===== src/rtl/pwm_fault_pkg.sv =====
package pwm_fault_pkg;
  localparam int unsigned FAULT_NUM = 4;
  localparam int unsigned SAMPLE_W  = 2;

  typedef enum logic [1:0] {
    REL_AUTO,       // level low at boundary
    REL_BUS,        // cleared flag, level low, any clock
    REL_BOUNDARY,   // cleared flag, next boundary, level ignored
    REL_GATED       // cleared flag, level low at boundary
  } rel_kind_e;
endpackage


===== src/rtl/pwm_fault_chan.sv =====
module pwm_fault_chan
  import pwm_fault_pkg::*;
#(
  parameter int unsigned SEL_W     = SAMPLE_W,
  parameter bit          LVL_GATED = 1'b0
) (
  input  logic             clk_i,
  input  logic             rst_ni,
  input  logic             fault_i,
  input  logic             half_cycle_i,
  input  logic             auto_mode_i,
  input  logic [SEL_W-1:0] sample_sel_i,
  input  logic             flag_clr_i,
  output logic             flag_o,
  output logic             dis_o
);
  logic fault_q, flag_q, dis_q;
  logic rise, pending, release_now;
  rel_kind_e kind;

  always_comb begin
    rise    = fault_i & ~fault_q;
    pending = dis_q & ~flag_q;
  end

  generate
    if (LVL_GATED) begin : g_gated
      logic unused_sel;
      assign unused_sel = ^sample_sel_i;
      always_comb kind = auto_mode_i ? REL_AUTO : REL_GATED;
    end else begin : g_sel
      always_comb begin
        if (auto_mode_i)                 kind = REL_AUTO;
        else if (sample_sel_i == '0)     kind = REL_BUS;
        else                             kind = REL_BOUNDARY;
      end
    end
  endgenerate

  always_comb begin
    unique case (kind)
      REL_AUTO:     release_now = dis_q   & half_cycle_i & ~fault_i;
      REL_BUS:      release_now = pending & ~fault_i;
      REL_BOUNDARY: release_now = pending & half_cycle_i;
      default:      release_now = pending & half_cycle_i & ~fault_i;
    endcase
  end

  always_ff @(posedge clk_i or negedge rst_ni) begin
    if (!rst_ni) begin
      fault_q <= 1'b0;
      flag_q  <= 1'b0;
      dis_q   <= 1'b0;
    end else begin
      fault_q <= fault_i;
      if (rise) begin
        flag_q <= 1'b1;
        dis_q  <= 1'b1;
      end else begin
        if (flag_clr_i)  flag_q <= 1'b0;
        if (release_now) dis_q  <= 1'b0;
      end
    end
  end

  assign flag_o = flag_q;
  assign dis_o  = dis_q;
endmodule


===== src/rtl/pwm_en_merge.sv =====
module pwm_en_merge #(
  parameter int unsigned N = 4
) (
  input  logic [N-1:0] dis_i,
  output logic         en_o
);
  assign en_o = ~|dis_i;
endmodule


===== src/rtl/pwm_fault_guard.sv =====
module pwm_fault_guard
  import pwm_fault_pkg::*;
#(
  parameter int unsigned N_FAULTS = FAULT_NUM,
  parameter int unsigned SEL_W    = SAMPLE_W
) (
  input  logic                      clk_i,
  input  logic                      rst_ni,
  input  logic [N_FAULTS-1:0]       fault_i,
  input  logic                      half_cycle_i,
  input  logic [N_FAULTS-1:0]       auto_mode_i,
  input  logic [N_FAULTS*SEL_W-1:0] sample_sel_i,
  input  logic [N_FAULTS-1:0]       flag_clr_i,
  output logic [N_FAULTS-1:0]       flag_o,
  output logic                      pwm_en_o
);
  logic [N_FAULTS-1:0] dis;

  // odd-indexed faults need a low level at the boundary in manual mode
  for (genvar k = 0; k < N_FAULTS; k++) begin : g_chan
    pwm_fault_chan #(
      .SEL_W    (SEL_W),
      .LVL_GATED(k % 2 == 1)
    ) u_chan (
      .clk_i       (clk_i),
      .rst_ni      (rst_ni),
      .fault_i     (fault_i[k]),
      .half_cycle_i(half_cycle_i),
      .auto_mode_i (auto_mode_i[k]),
      .sample_sel_i(sample_sel_i[k*SEL_W +: SEL_W]),
      .flag_clr_i  (flag_clr_i[k]),
      .flag_o      (flag_o[k]),
      .dis_o       (dis[k])
    );
  end

  pwm_en_merge #(.N(N_FAULTS)) u_merge (
    .dis_i(dis),
    .en_o (pwm_en_o)
  );
endmodule



===== config.mk =====
export PLATFORM = sky130hd
export DESIGN_NAME = pwm_fault_guard
export DESIGN_NICKNAME = d
export VERILOG_FILES = /design/src/rtl/pwm_fault_pkg.sv /design/src/rtl/pwm_fault_chan.sv /design/src/rtl/pwm_en_merge.sv /design/src/rtl/pwm_fault_guard.sv
export SDC_FILE = /design/constraint.sdc
export NUM_CORES = 1
export LEC_CHECK = 0
export ABC_AREA = 1
export BUFFER_PORTS_ARGS = -buffer_cell sky130_fd_sc_hd__buf_2
export CORE_AREA = 4 4 41 43
export DETAILED_ROUTE_END_ITERATION = 16
export DIE_AREA = 0 0 45 47
export PLACE_DENSITY_LB_ADDON = 0.15
export SLEW_MARGIN = 0
export SYNTH_ARGS = -nofsm -noshare
export SYNTH_HDL_FRONTEND = slang
export SYNTH_SLANG_ARGS = --single-unit

===== constraint.sdc =====
create_clock -name clk_i -period 1.1 [get_ports clk_i]
set_input_delay 0.11 -clock clk_i [delete_from_list [all_inputs] [get_ports clk_i]]
set_output_delay 0.11 -clock clk_i [all_outputs]
set_load 0.01 [all_outputs]

Word-level counts from Yosys, hierarchy flattened
Cells that the tools add are included.
- bits in registers: 12
- input port bits: 23
- logic and storage cells: 102
- eq/ne operators: 8
- multiplexer cells: 26
- bitwise operators: 40
- reduce and logical (&&, ||, !) cells: 16
- operator list (cell ; count):
    1-bit bitwise AND ; 28
    1-bit two-way mux ; 16
    2-bit nonzero test ; 8
    2-bit logical NOT ; 6
    2-bit two-way mux ; 6
    1-bit NOT ; 12
    1-bit one-hot mux with 3 select lines ; 4
    2-bit by 1-bit equality test with 1-bit output (second input constant) ; 4
    2-bit equality test (second input constant) ; 4
    4-bit OR reduction ; 1
    1-bit logical NOT ; 1

Depth between registers and ports, before layout
Gate-level depths: netlist (run 1).
- depth in word-level cells: 7
- depth in mapped cells: 6
- gate-level depth less buffers: 6

Modules after synthesis
From an unflattened synthesis (run 1), not the netlist that was laid out.
- cells, all modules: 73
- area, all modules: 549.3 µm²
- modules (own cells, without submodules) (module ; times used ; cells each ; area each (µm²) ; sequential area each (µm²)):
    pwm_fault_chan at g_chan[0].u_chan ... ; 2 ; 17 ; 136.4 ; 75.1
    pwm_fault_chan at g_chan[1].u_chan ... ; 2 ; 16 ; 125.1 ; 75.1
    pwm_en_merge ; 1 ; 7 ; 26.3 ; 0.0

Worst setup path before layout (run 1)
Ideal clock, no wire load.
- path type: register to output
- from: register g_chan[1].u_chan.dis_q
- to: output pwm_en_o
- arrival: 0.810 ns
- data required time: 0.990 ns
- setup slack: 0.180 ns
- stages on the path, launching flop included: 2
- path buffers: 0
- path through: dfrtp_1 > nor4_1
- longest elaborated chain between the ends: 2
- ends and longest elaborated chain (what ; line ; text):
    start, declared ; pwm_fault_chan.sv:17 ; logic fault_q, flag_q, dis_q;
    start signal, assigned ; pwm_fault_chan.sv:53 ; dis_q <= 1'b0;
    start signal, assigned ; pwm_fault_chan.sv:58 ; dis_q <= 1'b1;
    start signal, assigned ; pwm_fault_chan.sv:61 ; if (release_now) dis_q <= 1'b0;
    4-bit OR reduction ; pwm_en_merge.sv:7 ; assign en_o = ~|dis_i;
    1-bit logical NOT ; pwm_en_merge.sv:7 ;
    end, declared ; pwm_fault_guard.sv:15 ; output logic pwm_en_o
Every way passes these cells.

Worst setup path in the final report (run 1)
- from: register g_chan[3].u_chan.dis_q
- to: output pwm_en_o
- longest elaborated chain between the ends: 2
- ends and longest elaborated chain (what ; line):
    start, declared ; pwm_fault_chan.sv:17
    start signal, assigned ; pwm_fault_chan.sv:53
    start signal, assigned ; pwm_fault_chan.sv:58
    start signal, assigned ; pwm_fault_chan.sv:61
    4-bit OR reduction ; pwm_en_merge.sv:7
    1-bit logical NOT ; pwm_en_merge.sv:7
Every way passes these cells.

==> metrics.md, run 1 <==
| Metric | Value |
|---|---|
| Outcome | `complete, but fails checks` |
| Failing checks | `negative setup slack` |
| GR Util All Layers | `12.0%` |
| WHS Path Cells | `2` |
| Flops & latches, synth | `12` |
| Min Tclk post-route | `1.19 ns` |
| Layout area overhead | `40.8%` |
| Met2 WL post-DR | `486 um` |
| Clk_lat worst skew | `0.27 ns` |
| Share of the yosys chip area belonging to registers | `55.9%` |
| Fmax | `837 MHz` |
| Commonest non-fill, non-tap cell in the layout | `buf_2` |
| Worst r2r src | `g_chan[1].u_chan.dis_o` |
| Fin crit share | `109%` |
| Synthesized area | `537 um^2` |
| Largest net degree at the start of global routing | `13` |
| DRT iter0 DRCs | `12` |
| Worst-path maximum fanout | `2` |
| Total number of vias | `487` |
| Nets | `118` |
| Die Height | `47 um` |
| Design Area, Final | `756 um^2` |
| Relative slew slack | `82.6%` |
| Clk pin slew, worst setup/hold paths | `0.07 ns` |
| Peak supply drop | `798 uV` |
| Port Buffers | `23` |
| Core Util, Final | `58.1%` |
| Via density | `4.47` |
| Initial antenna violation count | `0` |
| Avg Cell Area, Syn | `8.52 um^2` |
| First-pass DRT Iterations | `3` |
| WL per Instance | `9.82 um` |
| Clk_skew | `0.00461 ns` |
| Hold Startpoint | `flag_clr_i[2]` |
| Critical Path RT | `0.99 ns` |
| Met3 wire len | `97 um` |
| Setup CP Type | `reg -> out` |
| First-pass GRT wire length | `1.68 mm` |
| Final std cells w/o fill | `109` |
| Most frequent cells in the layout | `buf_2, nand2_1, dfrtp_1` |
| I/O Pins | `28` |
| Unrepaired setup endpoints after global routing | `yes` |
| Setup Viol. Count Final | `1` |
| CTS tree | `yes` |
| Slew @ Worst Pin | `0.261 ns` |
| Root Buffer | `clkbuf_4` |
| Placed Cells | `97` |
| Crit end category | `output port` |
| Fin worst setup slack | `-0.0948 ns` |
| Starting density of the core | `41.3%` |
| MaxCap Viol Count | `0` |
| Highest metal used | `met4` |
| Total of warnings raised by yosys | `0` |
| Placed cell areas | `641 um^2` |
| Post-route ant nets | `0` |
| Final WL | `1.07 mm` |
| DRC violations left | `0` |
| Num rows | `13` |
| Core area | `1300 um^2` |
| Met1 WL | `457 um` |
| Antenna diodes | `0` |
| Die area | `2120 um^2` |
| DIE WIDTH | `45 um` |
| LEAKAGE | `0.412 nW` |
| Clock Sinks | `12` |
| R2r endpoint | `g_chan[1].u_chan.dis_o` |
| Multi-input gate area | `179 um^2` |
| Post-Synthesis Cells | `63` |
| Total grt overflow | `0` |
| Layout cells sized above 1 | `33.0%` |
| CTS Buffer Depth | `2` |
| Post-route setup TNS | `-0.0948 ns` |
| Final hold vios | `0` |
| P per Cell Area | `1390 nW/um^2` |
| Worst EP arrival | `1.08 ns` |
| Total number of H-tree levels | `1` |
| R2R Setup Slk | `0.14 ns` |
| Mapped Nets | `86` |
| FF-to-FF path depth | `5` |
| Worst hold endpoint | `g_chan[2].u_chan.flag_o` |
| Post-synthesis cell type count | `12` |
| CTS buffer count | `3` |
| Sequential cell area | `300 um^2` |
| Max-slew violation count | `0` |
| Vias in the first global route | `407` |
| Fillers | `121` |
| GP Congestion | `0.694` |
| Post-DP HPWL | `834 um` |
| Startpoint types | `flop` |
| Worst Hold Class | `in -> reg` |
==> final cells by class <==
type                       count  area share (%)
inverter                       9            4.47
clock buffer                   4            4.80
tap                           15            2.48
multi-input combinational     38            23.7
sequential                    12            39.7
timing repair buffer          31            24.8
==> per-layer routing <==
metal	up-vias	GRT usage, %
li1	257	-
met1	209	14.1
met2	18	18.6
met3	3	2.30
met4	0	10.5
met5	-	0
==> worst max-delay path: stages (launching register included) <==
cell and delay, ns:
dfrtp_1 0.39, nor4_2 0.26, buf_2 0.17
==> flip-flops by register name (all words and copies together), names as in the netlist <==
register and flops:
g_chan.u_chan.fault_q 4, g_chan.u_chan.flag_o 4, g_chan.u_chan.dis_o 4
==> synthesized netlist by cell type (all sizes together) <==
master | instances | area (um^2)
nor2 | 6 | 22.5
nor4 | 1 | 6.26
buf | 4 | 30.0
nand2 | 14 | 52.6
o21ai | 6 | 30.0
or2 | 5 | 31.3
nor3 | 1 | 5.00
nand3 | 3 | 15.0
a21oi | 2 | 10.0
inv | 9 | 33.8
dfrtp | 12 | 300
==> per-stage QoR <==
stage / power (mW) / hold WS, ns / setup WS [ns]
floorplan: 0.607 / -0.186 / 0.180
global placement: 0.660 / -0.00130 / 0.169
detailed placement: 0.667 / 0.00188 / 0.152
CTS: 1.06 / 0.00600 / -0.109
global route: 1.12 / 0.0262 / -0.154
finish: 1.05 / 0.0118 / -0.0948
==> how the worst max path moves through the flow <==
stage	endpoint	start	slack, ns
floorplan	pwm_en_o	g_chan[1].u_chan.dis_o	0.18
global placement	pwm_en_o	g_chan[1].u_chan.dis_o	0.17
detailed placement	pwm_en_o	g_chan[1].u_chan.dis_o	0.15
CTS	pwm_en_o	g_chan[3].u_chan.dis_o	-0.11
global route	pwm_en_o	g_chan[3].u_chan.dis_o	-0.15
finish	pwm_en_o	g_chan[3].u_chan.dis_o	-0.09
==> cells by family after synthesis <==
group           after synthesis  synth area share (%)
compound gates                8                  7.46
simple gates                 30                  24.7
buf+inv                      13                  11.9
flops                        12                  55.9
==> repair_timing <==
item / in CTS / in global routing
endpoints found under the setup margin: 1 / 1
pin swaps: 1 / 0
gates resized for setup: 1 / 0
hold endpoints to repair: 16 / 0
setup buffers: 2 / 1
hold buffers: 5 / 0
==> where the power goes <==
group,total (mW),internal [mW],leakage (nW),switching [mW]
combinational,0.191,0.103,0.253,0.0876
clock,0.346,0.201,0.0210,0.144
sequential,0.514,0.487,0.139,0.0263
No activity file was read; power rests on OpenSTA's default activity.
==> run 2, diff against run 1 <==
- SKIP_CTS_REPAIR_TIMING: not set -> 1
==> metrics.md, run 2 (synthesized netlist as in run 1, its figures left out) <==
| Metric | Value |
|---|---|
| Slowest CP cell | `dfrtp_1` |
| Startpoint types | `flop` |
| Root Buffer | `clkbuf_4` |
| CP bufs+invs | `1` |
| Peak supply drop | `797 uV` |
| Switching share of power | `24.6%` |
| Failing checks | `negative setup slack` |
| Min Tclk post-route | `1.20 ns` |
| Hold Startpoint | `flag_clr_i[2]` |
| Setup Viol. Count Final | `1` |
| Num rows | `13` |
| MaxCap Viol Count | `0` |
| DRC violations left | `0` |
| CTS buffer count | `3` |
| Switching power | `0.256 mW` |
| Clock power share | `33.3%` |
| Fmax | `836 MHz` |
| Initial antenna violation count | `0` |
| Crit path max-delay family | `flip-flops` |
| Total number of H-tree levels | `1` |
| Clk_skew | `0.00449 ns` |
| First-pass DRT Iterations | `2` |
| Setup CP Type | `reg -> out` |
| Worst-path maximum fanout | `2` |
| Nets | `117` |
| Vias in the first global route | `376` |
| Via density | `4.46` |
| Commonest non-fill, non-tap cell in the layout | `buf_2` |
| Outcome | `complete, but fails checks` |
| Share of power burned in registers | `49.6%` |
| Total grt overflow | `0` |
| LEAKAGE | `0.408 nW` |
| Slew @ Worst Pin | `0.261 ns` |
| Final hold vios | `0` |
| Port Buffers | `23` |
| P per Cell Area | `1390 nW/um^2` |
| Post-DP HPWL | `834 um` |
| Combinational Power Share | `17.1%` |
| Max-slew violation count | `0` |
| Core area | `1300 um^2` |
| Layout cells sized above 1 | `32.3%` |
| Max incr delay on CP | `0.39 ns` |
| Final WL | `1.06 mm` |
| Antenna diodes | `0` |
| Fin crit share | `109%` |
| Total number of vias | `482` |
| Critical Path RT | `0.99 ns` |
| WL per Instance | `9.80 um` |
| Largest net degree at the start of global routing | `13` |
| Post-route ant nets | `0` |
| Unrepaired setup endpoints after global routing | `yes` |
| GR Util All Layers | `11.4%` |
| GP Congestion | `0.694` |
| Worst Hold Class | `in -> reg` |
| Worst path cell trace | `nor4_2 > buf_2` |
| Worst r2r src | `g_chan[2].u_chan.flag_o` |
| Crit end category | `output port` |
| Fin worst setup slack | `-0.0957 ns` |
| Starting density of the core | `41.3%` |
| Clk pin slew, worst setup/hold paths | `0.07 ns` |
| CTS tree | `yes` |
| Dpl ws | `0.152 ns` |
| Die area | `2120 um^2` |
| Post-route setup TNS | `-0.0957 ns` |
| CTS Buffer Depth | `2` |
| Die Height | `47 um` |
| I/O Pins | `28` |
| Relative slew slack | `82.6%` |
| Crit path launch | `g_chan[0].u_chan.dis_o` |
| Clock Sinks | `12` |
| DRT iter0 DRCs | `12` |
| Most frequent cells in the layout | `buf_2, nand2_1, dfrtp_1` |
| First-pass GRT wire length | `1.58 mm` |
| Worst EP arrival | `1.09 ns` |
| Layout area overhead | `39.4%` |
| Min Hold Slack | `0.0105 ns` |
| Clk_lat worst skew | `0.27 ns` |
| DIE WIDTH | `45 um` |
| Pint | `0.783 mW` |
==> run 2: changes by cell type in the layout (fill, tap and decap cells not counted), sizes merged <==
cell	delta
buf	-1
==> run 2: power by group through the flow <==
stage / clock network [mW] / logic, mW / registers, mW
2_1_floorplan: 0 / 0.0906 / 0.516
3_3_place_gp: 0 / 0.139 / 0.521
3_5_place_dp: 0 / 0.144 / 0.523
4_1_cts: 0.359 / 0.144 / 0.514
5_1_grt: 0.381 / 0.207 / 0.524
6_report: 0.346 / 0.178 / 0.516
==> run 2: cell type report <==
type	count	area [um^2]
fill	124	553
sequential	12	300
timing repair buffer	30	180
multi-input combinational	38	179
clock buffer	4	36.3
inverter	9	33.8
tap	15	18.8
==> run 2: final timing paths <==
path                                           end  cells after the start  slack, ns
max reg2reg                 g_chan[2].u_chan.dis_o                      5       0.19
max                                       pwm_en_o                      2       -0.1
min                        g_chan[2].u_chan.flag_o                      2       0.01
max in group asynchronous   g_chan[0].u_chan.dis_o                      2       0.65
min reg2reg                 g_chan[0].u_chan.dis_o                      2       0.49
min in group asynchronous  g_chan[1].u_chan.flag_o                      2       0.24
==> run 2: per-layer routing <==
layer	vias up	track usage, %	wire, um
li1	253	-	-
met2	18	16.1	456
met5	-	0	0
met3	3	2.30	97
met4	0	10.5	28
met1	208	14.7	476
==> run 2: metrics by stage <==
stage	std cells	util (%)	power (mW)	area (um^2)
3_3_place_gp	97	49.2	0.660	641
2_1_floorplan	63	-	0.607	537
6_report	108	57.5	1.04	748
5_1_grt	108	57.5	1.11	748
3_5_place_dp	97	49.2	0.667	641
4_1_cts	101	52.0	1.02	677
==> run 3, diff against run 2 <==
--- a/config.mk
+++ b/config.mk
@@ -11,4 +11,5 @@
 export DETAILED_ROUTE_END_ITERATION = 16
 export DIE_AREA = 0 0 45 47
+export GPL_ROUTABILITY_DRIVEN = 1
 export PLACE_DENSITY_LB_ADDON = 0.15
 export SKIP_CTS_REPAIR_TIMING = 1
==> constraint.sdc (replaced) <==
create_clock -name clk_i -period 1.1 [get_ports clk_i]
set_input_delay 0.165 -clock clk_i [delete_from_list [all_inputs] [get_ports clk_i]]
set_output_delay 0.165 -clock clk_i [all_outputs]
set_load 0.01 [all_outputs]
==> metrics.md, run 3 (synthesized netlist as in run 1, its figures left out) <==
| Metric | Value |
|---|---|
| Outcome | `complete, but fails checks` |
| Failing checks | `negative setup slack` |
| Fin worst setup slack | `-0.140 ns` |
| Die Height | `47 um` |
| Final WL | `1.06 mm` |
| Crit end category | `output port` |
| Peak supply drop | `789 uV` |
| Post-route setup TNS | `-0.140 ns` |
| CTS buffer count | `3` |
| P per Cell Area | `1430 nW/um^2` |
| Pint | `0.773 mW` |
| Min Tclk post-route | `1.24 ns` |
| Starting density of the core | `41.3%` |
| Commonest non-fill, non-tap cell in the layout | `buf_2` |
| Dpl ws | `0.150 ns` |
| Unrepaired setup endpoints after global routing | `yes` |
| Root Buffer | `clkbuf_4` |
| GP Congestion | `0.681` |
| Die area | `2120 um^2` |
| Slew @ Worst Pin | `0.263 ns` |
| Clock power share | `34.2%` |
| Nets | `115` |
| Max-slew violation count | `0` |
| Multi-input gate area | `173 um^2` |
| DRC violations left | `0` |
| Clk pin slew, worst setup/hold paths | `0.08 ns` |
| Sequential cell area | `300 um^2` |
| Share of power burned in registers | `49.8%` |
| Total number of vias | `478` |
| DRT iter0 DRCs | `6` |
| Final hold vios | `0` |
| Clk_skew | `0.00461 ns` |
| MaxCap Viol Count | `0` |
| Switching power | `0.257 mW` |
| Setup Viol. Count Final | `1` |
| Clk_lat worst skew | `0.27 ns` |
| CTS Buffer Depth | `2` |
| Antenna diodes | `0` |
| Layout area overhead | `34.5%` |
| Largest net degree at the start of global routing | `13` |
| Core area | `1300 um^2` |
| First-pass DRT Iterations | `4` |
| Post-DP HPWL | `811 um` |
| CTS tree | `yes` |
| Combinational Power Share | `16.0%` |
| Startpoint types | `flop` |
| Worst-path maximum fanout | `2` |
| Initial antenna violation count | `0` |
| Fin crit share | `113%` |
| Worst Hold Class | `in -> reg` |
| Most frequent cells in the layout | `buf_2, nand2_1, dfrtp_1` |
| FF-to-FF path depth | `5` |
| LEAKAGE | `0.399 nW` |
| WHS Path Cells | `1` |
| Core Util, Final | `55.5%` |
| First-pass GRT wire length | `1.64 mm` |
| DIE WIDTH | `45 um` |
| Critical Path RT | `0.94 ns` |
| Total grt overflow | `0` |
| Via density | `4.51` |
| I/O Pins | `28` |
| Fillers | `139` |
| Total number of H-tree levels | `1` |
| Clock Sinks | `12` |
| GR Util All Layers | `11.4%` |
| Final std cells w/o fill | `106` |
| Layout cells sized above 1 | `31.9%` |
| Switching share of power | `25.0%` |
| Relative slew slack | `82.4%` |
| Placed Cells | `97` |
| Post-route ant nets | `0` |
| Setup CP Type | `reg -> out` |
| Vias in the first global route | `398` |
| WL per Instance | `10.0 um` |
| Num rows | `13` |
| Worst EP arrival | `1.08 ns` |
| Port Buffers | `23` |
| Fmax | `806 MHz` |
-- run 3: power groups by stage --
stage	clock network, mW	logic [mW]	registers [mW]
global placement	0	0.139	0.521
CTS	0.359	0.144	0.514
floorplan	0	0.0906	0.516
global route	0.383	0.192	0.521
finish	0.352	0.165	0.513
detailed placement	0	0.144	0.522
-- run 3: stage by stage --
stage,hold WS (ns),cell area [um^2],power [mW]
floorplan,-0.131,537,0.607
global placement,0.0529,641,0.660
detailed placement,0.0558,641,0.666
CTS,-0.244,677,1.02
global route,0.00360,722,1.10
finish,0.0108,722,1.03
-- run 3: routing by layer --
| layer | global-route usage, % | part of all wire [%] | up-vias | wire [um] |
|---|---|---|---|---|
| li1 | - | - | 249 | - |
| met1 | 14.4 | 44 | 210 | 466 |
| met5 | 0 | 0 | - | 0 |
| met4 | 8.77 | 1.2 | 0 | 13 |
| met2 | 16.7 | 45 | 17 | 482 |
| met3 | 2.68 | 9.5 | 2 | 101 |
-- run 3: path summary, 6_finish.rpt --
| check | startpoint | to | slack [ns] |
|---|---|---|---|
| setup reg to reg | g_chan[2].u_chan.flag_o | g_chan[2].u_chan.dis_o | 0.18 |
| max in group asynchronous | rst_ni | g_chan[1].u_chan.flag_o | 0.60 |
| hold reg to reg | g_chan[0].u_chan.fault_q | g_chan[0].u_chan.dis_o | 0.50 |
| hold / removal | fault_i[0] | g_chan[0].u_chan.fault_q | 0.01 |
| min in group asynchronous | rst_ni | g_chan[2].u_chan.flag_o | 0.29 |
| setup / recovery | g_chan[0].u_chan.dis_o | pwm_en_o | -0.14 |
-- run 3: layout make-up --
cell class / count / area share (%)
flip-flops and latches: 12 / 41.6
well taps: 15 / 2.60
clock buffers: 4 / 5.03
repair buffers: 28 / 22.2
inverters: 9 / 4.68
multi-input cells: 38 / 23.9
-- run 3: critical path, stage by stage (launching register included) --
cell and delay, ns:
dfrtp_1 0.38, nor4_1 0.25, buf_2 0.17
